==> config.mk <==
export PLATFORM = sky130hd
export DESIGN_NAME = pwr_mode_seq
export DESIGN_NICKNAME = d
export VERILOG_FILES = /design/src/rtl/pms_pkg.sv /design/src/rtl/pms_prio.sv /design/src/rtl/pms_rearm.sv /design/src/rtl/pms_ctrl.sv /design/src/rtl/pwr_mode_seq.sv
export SDC_FILE = /design/constraint.sdc
export NUM_CORES = 1
export LEC_CHECK = 0
export ABC_AREA = 1
export BUFFER_PORTS_ARGS = -buffer_cell sky130_fd_sc_hd__buf_2
export CAP_MARGIN = 20
export CORE_MARGIN = 1
export CORE_UTILIZATION = 35
export CTS_CLUSTER_DIAMETER = 40
export DETAILED_ROUTE_END_ITERATION = 12
export PLACE_DENSITY = 0.55
export SYNTH_ARGS = -nofsm -noshare
export SYNTH_HDL_FRONTEND = slang
export SYNTH_SLANG_ARGS = --single-unit
==> constraint.sdc <==
create_clock -name clk -period 1.4 [get_ports clk]
set_input_delay 0.28 -clock clk [delete_from_list [all_inputs] [get_ports clk]]
set_output_delay 0.28 -clock clk [all_outputs]
set_load 0.03 [all_outputs]
==> src/rtl/pms_pkg.sv <==
// Shared types for the low-power mode sequencer.
// Assumes three request lines, indexed doze=0, nap=1, sleep=2; a higher index wins.
package pms_pkg;

    localparam int PMS_NUM_REQ = 3;

    typedef enum logic [1:0] {
        MODE_NONE  = 2'd0,
        MODE_DOZE  = 2'd1,
        MODE_NAP   = 2'd2,
        MODE_SLEEP = 2'd3
    } pms_mode_e;

    typedef enum logic [2:0] {
        ST_IDLE     = 3'd0,
        ST_WAIT_ACK = 3'd1,
        ST_LOW      = 3'd2,
        ST_RESTORE  = 3'd3,
        ST_DRAIN    = 3'd4
    } pms_state_e;

endpackage

==> src/rtl/pms_prio.sv <==
// Priority picker: turns the request vector into one mode.
// Assumes bit i of req maps to mode value i+1, and the highest set bit wins.
module pms_prio
    import pms_pkg::*;
#(
    parameter int NUM_REQ = PMS_NUM_REQ
) (
    input  logic [NUM_REQ-1:0] req,
    output pms_mode_e          mode
);

    // Scan from low to high so that the highest asserted request is kept last.
    always_comb begin
        mode = MODE_NONE;
        for (int i = 0; i < NUM_REQ; i++) begin
            if (req[i]) mode = pms_mode_e'(2'(i + 1));
        end
    end

endmodule

==> src/rtl/pms_rearm.sv <==
// Re-arm tracker: allows a new entry only after the requests have been quiet
// for QUIET_CYC consecutive idle cycles.
// Assumes 'idle' is high only while the controller is in its idle state.
module pms_rearm #(
    parameter int QUIET_CYC = 1
) (
    input  logic clk,
    input  logic rst_n,
    input  logic idle,
    input  logic any_req,
    output logic armed
);

    localparam int CW = $clog2(QUIET_CYC + 1);
    localparam logic [CW-1:0] QUIET_MAX = CW'(QUIET_CYC);

    logic [CW-1:0] quiet_cnt;

    assign armed = (quiet_cnt == QUIET_MAX);

    // Count consecutive quiet idle cycles; clear outside idle or on an early request.
    always_ff @(posedge clk) begin
        if (!rst_n) begin
            quiet_cnt <= '0;
        end else if (!idle) begin
            quiet_cnt <= '0;
        end else if (any_req) begin
            if (!armed) quiet_cnt <= '0;
        end else if (!armed) begin
            quiet_cnt <= quiet_cnt + 1'b1;
        end
    end

endmodule

==> src/rtl/pms_ctrl.sv <==
// Entry and exit controller: drives halt or stop, then gates the clock and the time base
// according to the latched mode, and undoes it all on wakeup.
// Assumes the inputs are synchronous to clk; all outputs are flops for glitch-free gating.
module pms_ctrl
    import pms_pkg::*;
(
    input  logic      clk,
    input  logic      rst_n,
    input  pms_mode_e mode_req,
    input  logic      armed,
    input  logic      halted,
    input  logic      stopped,
    input  logic      wakeup,
    output logic      halt_o,
    output logic      stop_o,
    output logic      clk_en_o,
    output logic      tb_en_o,
    output logic      idle_o
);

    pms_state_e st;
    pms_mode_e  mode_q;
    logic       ack;

    // Acknowledgement that belongs to the latched mode.
    assign ack    = (mode_q == MODE_DOZE) ? halted : stopped;
    assign idle_o = (st == ST_IDLE);

    // State machine with registered outputs.
    always_ff @(posedge clk) begin
        if (!rst_n) begin
            st       <= ST_IDLE;
            mode_q   <= MODE_NONE;
            halt_o   <= 1'b0;
            stop_o   <= 1'b0;
            clk_en_o <= 1'b1;
            tb_en_o  <= 1'b1;
        end else begin
            case (st)
                ST_IDLE: begin
                    if (armed && mode_req != MODE_NONE) begin
                        mode_q <= mode_req;
                        halt_o <= (mode_req == MODE_DOZE);
                        stop_o <= (mode_req != MODE_DOZE);
                        st     <= ST_WAIT_ACK;
                    end
                end
                ST_WAIT_ACK: begin
                    if (wakeup) begin
                        st <= ST_RESTORE;
                    end else if (ack) begin
                        if (mode_q != MODE_DOZE)  clk_en_o <= 1'b0;
                        if (mode_q == MODE_SLEEP) tb_en_o  <= 1'b0;
                        st <= ST_LOW;
                    end
                end
                ST_LOW: begin
                    if (wakeup) begin
                        clk_en_o <= 1'b1;
                        tb_en_o  <= 1'b1;
                        st       <= ST_RESTORE;
                    end
                end
                ST_RESTORE: begin
                    halt_o <= 1'b0;
                    stop_o <= 1'b0;
                    st     <= ST_DRAIN;
                end
                ST_DRAIN: begin
                    if (!ack) begin
                        mode_q <= MODE_NONE;
                        st     <= ST_IDLE;
                    end
                end
                default: st <= ST_IDLE;
            endcase
        end
    end

endmodule

==> src/rtl/pwr_mode_seq.sv <==
// Low-power mode sequencer top: picks a mode from the core's requests, places the core in
// halt or stop, gates its clock and time base, and restores everything on wakeup.
// Assumes all inputs are synchronous to clk and the reset is synchronous, active low.
module pwr_mode_seq
    import pms_pkg::*;
#(
    parameter int QUIET_CYC = 1
) (
    input  logic clk,
    input  logic rst_n,
    input  logic req_doze,
    input  logic req_nap,
    input  logic req_sleep,
    input  logic core_halted,
    input  logic core_stopped,
    input  logic core_wakeup,
    output logic core_halt,
    output logic core_stop,
    output logic core_clk_en,
    output logic core_tb_en
);

    logic [PMS_NUM_REQ-1:0] req_vec;
    pms_mode_e              mode_req;
    logic                   armed;
    logic                   idle;

    // Gather the requests in priority order, lowest first.
    assign req_vec = {req_sleep, req_nap, req_doze};

    pms_prio #(.NUM_REQ(PMS_NUM_REQ)) i_prio (
        .req  (req_vec),
        .mode (mode_req)
    );

    pms_rearm #(.QUIET_CYC(QUIET_CYC)) i_rearm (
        .clk     (clk),
        .rst_n   (rst_n),
        .idle    (idle),
        .any_req (|req_vec),
        .armed   (armed)
    );

    pms_ctrl i_ctrl (
        .clk      (clk),
        .rst_n    (rst_n),
        .mode_req (mode_req),
        .armed    (armed),
        .halted   (core_halted),
        .stopped  (core_stopped),
        .wakeup   (core_wakeup),
        .halt_o   (core_halt),
        .stop_o   (core_stop),
        .clk_en_o (core_clk_en),
        .tb_en_o  (core_tb_en),
        .idle_o   (idle)
    );

endmodule

# Word level (Yosys, flattened, before mapping)
# Index checks and enable logic that the tools add are counted.
# totals
reg_bits	10
latchBits	0
ram_bits	0
romBits	0
in_bits	8
output_inout_bits	4
elab_cells	67
mem_count	0
# op_classes
addsub	1
n_mul	0
div	0
n_lt_le_gt_ge	0
n_eq_ne	17
shifts	0
muxes	29
bitwise_logic	0
reduce_logical	13
# ops
cell	n
3-bit two-way mux	5
3-bit one-hot mux with 5 select lines	1
1-bit two-way mux	14
2-bit by 1-bit inequality test with 1-bit output (second input constant)	6
5-bit AND reduction	2
2-bit two-way mux	4
1-bit one-hot mux with 2 select lines	4
2-bit nonzero test	4
3-bit by 2-bit == test with 1-bit output (second input constant)	2
2-bit inequality test (second input constant)	3
2-bit by 1-bit == test with 1-bit output (second input constant)	2
2-bit one-hot mux with 2 select lines	1
2-bit AND reduction	2
4-bit AND reduction	1
3-bit by 1-bit == test with 1-bit output (second input constant)	1
3-bit == test (second input constant)	1
3-bit zero test	1
3-bit by 2-bit inequality test with 1-bit output (second input constant)	1
3-bit AND reduction	1
3-bit OR reduction	1
2-bit == test (second input constant)	1
1-bit adder (second input constant)	1
1-bit logical AND	1

# Longest topological paths before layout
# Gate-level depths: netlist of the first run.
# depth
word_depth	7
depth_mapped	9
ltp_nobuf	9

# Hierarchy
# From an unflattened synthesis of the first run, not the netlist that was laid out.
# unflattened
cells_unflattened	97
hier_area_um2	613.1
# modules_own_cells
module	instances	cells_each	area_each_um2	seq_area_each_um2
pms_ctrl	1	85	546.8	180.2
pms_rearm	1	4	36.3	20.0
pms_prio	1	5	18.8	0.0
pwr_mode_seq	1	3	11.3	0.0

# Least setup slack after synthesis of the first run
# Ideal clock, no wire load.
# synth_timing
kind	register to register
start	reg i_ctrl.st[0]
end	reg i_ctrl.clk_en_o
setup_time_ns	0.113
t_arrival_ns	0.950
t_required_ns	1.287
slack_ns	0.337
stages_incl_launch_ff	10
n_path_buf	0
period_less_slack_ns	1.063
path_cell_list	dfxtp_1 -> inv_2 -> nor2_4 -> nand2_1 -> nand2_1 -> o21ai_1 -> nor2_1 -> nand2_1 -> nand2_1 -> nand2_1
# synth_between
elab_chain_len	3
elab_cells_between_ends	9
cone_classes	eq/ne (6); mux (1); reduce/logical (2)
# synth_lines
item	line	source
from (decl)	pms_ctrl.sv:21	pms_state_e st;
from (signal assigned)	pms_ctrl.sv:32	st <= ST_IDLE;
from (signal assigned)	pms_ctrl.sv:45	st <= ST_WAIT_ACK;
from (signal assigned)	pms_ctrl.sv:50	st <= ST_RESTORE;
3-bit by 1-bit == test with 1-bit output / 3-bit by 2-bit == test with 1-bit output (equally long branches)	pms_ctrl.sv:39	case (st)
2-bit by 1-bit inequality test with 1-bit output (no line), or another cell as far along	n/a	
5-bit AND reduction (no line)	n/a	
to (signal assigned)	pms_ctrl.sv:36	clk_en_o <= 1'b1;
to (signal assigned)	pms_ctrl.sv:52	if (mode_q != MODE_DOZE) clk_en_o <= 1'b0;
to (signal assigned)	pms_ctrl.sv:59	clk_en_o <= 1'b1;
to (decl)	pms_ctrl.sv:16	output logic clk_en_o,
# Parallel ways exist; a longest one is shown, timed or not.
# A chain may end at the register's enable or synchronous reset.

# Worst setup path after layout of the first run
# layout_timing
start	reg i_ctrl.st[1]
end	reg i_ctrl.stop_o
# layout_between
elab_chain_len	3
elab_cells_between_ends	6
cone_classes	eq/ne (2); mux (1); reduce/logical (3)
# layout_lines
item	line	source
3-bit zero test / 3-bit by 2-bit == test with 1-bit output (equally long branches)	pms_ctrl.sv:39	
2-bit by 1-bit inequality test with 1-bit output (no line) / 2-bit nonzero test (equally long branches)	n/a	
2-bit AND reduction (no line)	n/a	
to (signal assigned)	pms_ctrl.sv:44	stop_o <= (mode_req != MODE_DOZE);
to (decl)	pms_ctrl.sv:15	output logic stop_o,
# Parallel ways exist; a longest one is shown, timed or not.

==> results of run 1 <==
[worst min-delay path, stage by stage]
cell and delay, ns:
buf_2 0.12, nand2_1 0.09, a21oi_1 0.05
[flip-flops by register name (all words and copies together), names as in the netlist]
signal           count
i_ctrl.clk_en_o      1
i_ctrl.halt_o        1
i_ctrl.mode_q        2
i_ctrl.st            3
i_ctrl.stop_o        1
i_ctrl.tb_en_o       1
i_rearm.armed        1
[stage by stage]
stage	worst slack [ns]	area [µm²]	power, mW
2_1_floorplan	0.337	562	0.397
5_1_grt	0.0165	659	0.652
3_3_place_gp	0.187	637	0.430
6_report	0.198	659	0.607
4_1_cts	0.206	659	0.615
3_5_place_dp	0.171	637	0.431
[worst paths after layout]
kind / startpoint / to / slack (ns) / cells after the start
worst max-delay path: i_ctrl.st[1] / i_ctrl.stop_o / 0.20 / 6
worst min-delay path: rst_n / i_ctrl.halt_o / 0.32 / 3
worst max register to register: i_ctrl.st[1] / i_ctrl.stop_o / 0.20 / 6
worst min register to register: i_ctrl.clk_en_o / i_ctrl.clk_en_o / 0.45 / 2
[cells by family after synthesis]
group           Yosys count  share of synthesized area
buf+inv                  17                      0.114
flops                    10                      0.356
simple gates             50                      0.399
compound gates           13                      0.131
[per-layer routing]
layer / vias to the layer above / GRT usage
met5: - / 0
met4: 0 / 0.0375
met3: 2 / 0.0647
met2: 8 / 0.222
met1: 218 / 0.202
li1: 313 / -
[report_power, final]
group / internal [mW] / switching [mW]
clock: 0.0985 / 0.0840
sequential: 0.299 / 0.00826
combinational: 0.0402 / 0.0773
[cells in the final DEF, fill, tap and decap left out, drive strengths merged]
master / instances
nand2: 26
inv: 17
nor2: 12
buf: 11
dfxtp: 10
nand3: 10
a21oi: 7
o21ai: 4
clkbuf: 3
nor3: 1
nand4: 1
a22oi: 1
a211oi: 1
[area by class of cell]
class	count	area (µm²)	share of cell area
clock buffers	3	22.5	0.0342
inverters	17	63.8	0.0968
multi-input cells	63	298	0.452
flip-flops and latches	10	200	0.304
well taps	16	20.0	0.0304
repair buffers	11	55.1	0.0835
==> reports/summary.txt, run 1 <==
Top FF cell, synth: dfxtp_1
Via-to-Cell Ratio: 4.51
Final GP Congestion: 0.784
Number of global-route vias before repair: 486
VDD IR max: 629 µV
First-pass GRT wire length: 2030 µm
Drt wl/cell: 9.40 µm
Fin. max-slew vios: 0
Final Util: 0.438
Post-Route WL: 1130 µm
Worst EP required: 1.55 ns
Met2 wire len: 462 µm
Most common cell on crit path: nor2_1
Synth cell types: 18
Worst Setup Start Kind: register
Setup TNS: 0 ns
Kind of critical path: reg -> reg
Vias: 541
Hold Buf Count CTS: 0
Row count: 14
Die area: 1770 µm²
Antenna Nets Post-Route: 0
Latest clock arrival within the worst-skew pair: 0.26 ns
Ant. Diodes: 0
TritonCTS clock tree: done
CP cell instances: nor2_2 > nand2_2 > nor2_1 > nand3_1 > o21ai_0 > nor2_1
Tcrit/Tclk final: 0.859
Initial DRC Count: 6
Top Metal Used: met4
Final Hold Vio Count: 0
TritonCTS Buffers: 3
Crit path DAT: 1.35 ns
Flop and latch count out of synthesis: 10
Antenna violations before repair: 0
Top post-synthesis cells by area: dfxtp_1, nand2_1, inv_1
Drt pass-1 iters: 4
Final setup viols: 0
Clk root buf: clkbuf_4
Placed Cells: 117
Post-layout minimum cycle time: 1.20 ns
Post-DP HPWL: 898 µm
Core area: 1510 µm²
GRT Total Usage: 0.150
Cells after Synth: 90
DIE WIDTH: 42.1 µm
Status: finished clean
Max Cap Viol: 0
Clock transition at the registers of the reported paths: 0.06 ns
Postcts setup bufs: 0
Die H: 42.1 µm
Sinks on Clock Net: 10
Pleak: 0.335 nW
Post-synthesis sequential area ratio: 0.356
Normalized max-slew margin: 0.765
Final Net Count: 114
HP Class: in -> reg
Fmax: 832 MHz
Slowest stage delay, CP: 0.36 ns
Met1 wire length: 606 µm
Share of the synthesized area in the top cell type: 0.356
I/O pins: 12
Largest net degree at the start of global routing: 7
Cts repair resizes: 0
Top cells by instance count after synthesis: nand2_1, inv_1, dfxtp_1
DRC viols: 0
Detail Route met3 WL: 46 µm
Filler Cells Inserted: 167
Post-synth EDFFs: 0
Layout cells sized above 1: 0.212
Starting density of the core: 0.373
Grt ovf: 0
Clk_skew: 0.00170 ns
Critical Path End Type: register
H-tree Lvls: 1
Most frequent cell after synthesis: nand2_1
Port Buffer Count: 11
Synthesized Nets: 98
Worst-Margin Slew: 0.349 ns
Synth warn: 0
CP max FO: 5
Syn Area/Cell: 6.24 µm²
Power density over cell area: 921 nW/µm²
Async S/R FF share, synth: 0
Synthesized area: 562 µm²
Crit-path leading delay family: simple AND/OR/NAND/NOR gates
Syn-to-layout area delta: 17.4%
Hold slack: 0.319 ns
RSZ-0062 raised after global routing: no
Layout Cells excl Fill: 120
CTS Buffer Depth: 2
Worst-path cell with the longest stage delay: dfxtp_1
WP buf/inv: 0
Largest area contributor in the netlist: dfxtp_1
(Power assumes the default switching activity.)
==> run 2: changes to the inputs <==
--- a/config.mk
+++ b/config.mk
@@ -5,14 +5,15 @@
 export SDC_FILE = /design/constraint.sdc
 export NUM_CORES = 1
 export LEC_CHECK = 0
-export ABC_AREA = 1
+export ABC_AREA = 0
 export BUFFER_PORTS_ARGS = -buffer_cell sky130_fd_sc_hd__buf_2
 export CAP_MARGIN = 20
 export CORE_MARGIN = 1
 export CORE_UTILIZATION = 35
 export CTS_CLUSTER_DIAMETER = 40
 export DETAILED_ROUTE_END_ITERATION = 12
-export PLACE_DENSITY = 0.55
+export PLACE_DENSITY = 0.56
+export SKIP_LAST_GASP = 1
 export SYNTH_ARGS = -nofsm -noshare
 export SYNTH_HDL_FRONTEND = slang
 export SYNTH_SLANG_ARGS = --single-unit
==> reports/summary.txt, run 2 <==
Status: finished clean
Largest register by flop count: i_ctrl.st
Core area: 1370 µm² (-9.3%)
Critical Path End Type: register
Grt ovf: 0 (unchanged)
TritonCTS Buffers: 3 (unchanged)
Drt wl/cell: 11.9 µm (+27%)
Ant. Diodes: 0 (unchanged)
Fin. max-slew vios: 0 (unchanged)
Area after DPL: 657 µm² (+3.1%)
Syn Area/Cell: 8.84 µm² (+42%)
Latest clock arrival within the worst-skew pair: 0.27 ns (about the same)
Vias: 524 (-3.1%)
Layout cells sized above 1: 0.373 (+0.162)
Post-Route WL: 1170 µm (+3.7%)
Row count: 13 (-1)
TritonCTS clock tree: done
Biggest regs: i_ctrl.st x3, i_ctrl.mode_q x2
Clk root buf: clkbuf_4
First-pass GRT wire length: 2000 µm (-1.3%)
Clock transition at the registers of the reported paths: 0.06 ns (about the same)
Top post-synthesis cells by area: dfxtp_1, o21ai_0, nor4b_4
Sinks on Clock Net: 10 (unchanged)
Syn-to-layout area delta: 30.9%
Final Hold Vio Count: 0 (unchanged)
Post-DP HPWL: 864 µm (-3.7%)
Fmax: 737 MHz (-11%)
Final Net Count: 93 (-18%)
Worst EP required: 1.62 ns (+0.07 ns)
Crit path DAT: 1.58 ns (+0.23 ns)
Post-layout minimum cycle time: 1.36 ns (+0.155 ns)
Initial DRC Count: 2 (-4)
Worst-path cell with the longest stage delay: dfxtp_1
Hold slack: 0.302 ns (-0.0169 ns)
DRC viols: 0 (unchanged)
Hold Buf Count CTS: 0 (unchanged)
Drt pass-1 iters: 4 (unchanged)
Max Cap Viol: 0 (unchanged)
Most frequent cells in the layout: buf_2, dfxtp_1, buf_4, o21ai_0, nor2_1
I/O pins: 12 (unchanged)
WP buf/inv: 3 (+3)
Top cells by instance count after synthesis: dfxtp_1, nor2_1, o21ai_0
Top FF cell, synth: dfxtp_1
Largest net degree at the start of global routing: 8 (+1)
Clk_skew: 0.00111 ns (-0.000589 ns)
Kind of critical path: reg -> reg
Worst Setup Start Kind: register
Pleak: 0.317 nW (-5.4%)
Slowest stage delay, CP: 0.32 ns (-0.04 ns)
H-tree Lvls: 1 (unchanged)
Async S/R FF share, synth: 0 (unchanged)
CP max FO: 5 (unchanged)
Synth warn: 0 (unchanged)
Final GP Congestion: 0.802 (+2.3%)
Antenna Nets Post-Route: 0 (unchanged)
Synthesized Nets: 69 (-30%)
FF/Latch Area: 201 µm² (+0.62%)
GRT Total Usage: 0.187 (+0.0370)
Share of the synthesized area in the top cell type: 0.371 (+0.0149)
Tcrit/Tclk final: 0.969 (+0.111)
Antenna violations before repair: 0 (unchanged)
Commonest non-fill, non-tap cell in the layout: buf_2
CTS Buffer Depth: 2 (unchanged)
Cells after Synth: 61 (-32%)
Flop and latch count out of synthesis: 10 (unchanged)
Largest area contributor in the netlist: dfxtp_1
Most common cell on crit path: buf_4
Most frequent cell after synthesis: dfxtp_1
Post-synth EDFFs: 0 (unchanged)
Normalized max-slew margin: 0.748 (-0.0171)
Area of the multi-input gates: 322 µm² (+8.0%)
HP Class: in -> reg
Number of global-route vias before repair: 473 (-2.7%)
Crit-path leading delay family: simple AND/OR/NAND/NOR gates
Worst-Margin Slew: 0.377 ns (+0.0274 ns)
Synthesized area: 539 µm² (-4.0%)
Final setup viols: 0 (unchanged)
Starting density of the core: 0.395 (+0.0218)
Cell area after layout: 706 µm² (+7.0%)
Max reg flops: 3 (unchanged)
Port Buffer Count: 11 (unchanged)
DIE WIDTH: 41.3 µm (-1.9%)
Die area: 1700 µm² (-3.8%)
CP cell instances: or2_4 > nor4b_4 > buf_6 > buf_4 > buf_4 > o211a_1
VDD IR max: 591 µV (-6.0%)
Synth cell types: 30 (+12)
Power density over cell area: 954 nW/µm² (+3.5%)
Via-to-Cell Ratio: 5.35 (+19%)
RSZ-0062 raised after global routing: yes
Post-synthesis sequential area ratio: 0.371 (+0.0149)
Die H: 41.3 µm (-1.9%)
Filler Cells Inserted: 140 (-16%)
run 2: cell count changes after synthesis, moves of 3 or more:
cell | before | now
nand2_1 | 25 | 4
inv_1 | 15 | 2
nand3_1 | 9 | 2
nor2_1 | 9 | 5
a21o_1 | 0 | 3
run 2: power breakdown:
group	total (mW)	internal (mW)	leakage, nW	switching (mW)
sequential	0.312	0.301	0.0816	0.0110
clock	0.204	0.0998	0.0138	0.104
combinational	0.157	0.0846	0.222	0.0727
run 2: logic make-up (layout without fill, tap and decap cells):
| kind of cell | count (synthesis) | after routing | synth area share |
|---|---|---|---|
| flip-flops | 10 | 10 | 0.371 |
| multiplexers | 2 | 2 | 0.0371 |
| AND/OR/NAND/NOR | 27 | 27 | 0.327 |
| buffers and inverters | 4 | 26 | 0.0441 |
| AO/OA/AOI/OAI | 18 | 18 | 0.220 |
run 2: final cells by class:
class / count / share of cell area
Timing Repair Buffer: 21 / 0.190
Tap cell: 15 / 0.0266
Clock buffer: 3 / 0.0319
Multi-Input combinational cell: 47 / 0.456
Sequential cell: 10 / 0.285
Inverter: 2 / 0.0106
run 2: metal layers:
layer | GRT usage | share of wire | up-vias
met1 | 0.223 | 0.46 | 235
met2 | 0.293 | 0.46 | 17
met5 | 0 | 0 | -
li1 | - | - | 267
met4 | 0.121 | 0.030 | 0
met3 | 0.0489 | 0.049 | 5
run 2: repair_timing:
item,CTS,global route
gates resized for setup,0,4
setup endpoints to repair,0,6
buffers inserted,0,2
run 2: worst min-delay path, cell delays in order:
cell and delay [ns]:
buf_2 0.14, o31ai_1 0.07, a21oi_1 0.04
run 2: path summary, 6_finish.rpt:
kind,start,endpoint,slack [ns],cells past startpoint
setup reg to reg,i_ctrl.st[0],i_ctrl.mode_q[0],0.04,6
setup / recovery,i_ctrl.st[0],i_ctrl.mode_q[0],0.04,6
hold / removal,rst_n,i_ctrl.st[0],0.30,3
hold reg to reg,i_ctrl.clk_en_o,i_ctrl.clk_en_o,0.45,1
run 2: metrics by stage:
stage                     TNS [ns]  std cells  power, mW  setup slack, ns  utilization
final                            0         98      0.673           0.0429        0.516
after global routing       -0.0597         98      0.705          -0.0336        0.516
after CTS                        0         96      0.663          0.00513        0.497
after detailed placement         0         93      0.467           0.0309        0.481
after global placement           0         93      0.467           0.0498        0.481
after floorplan            -0.0192         61      0.410          -0.0122            -
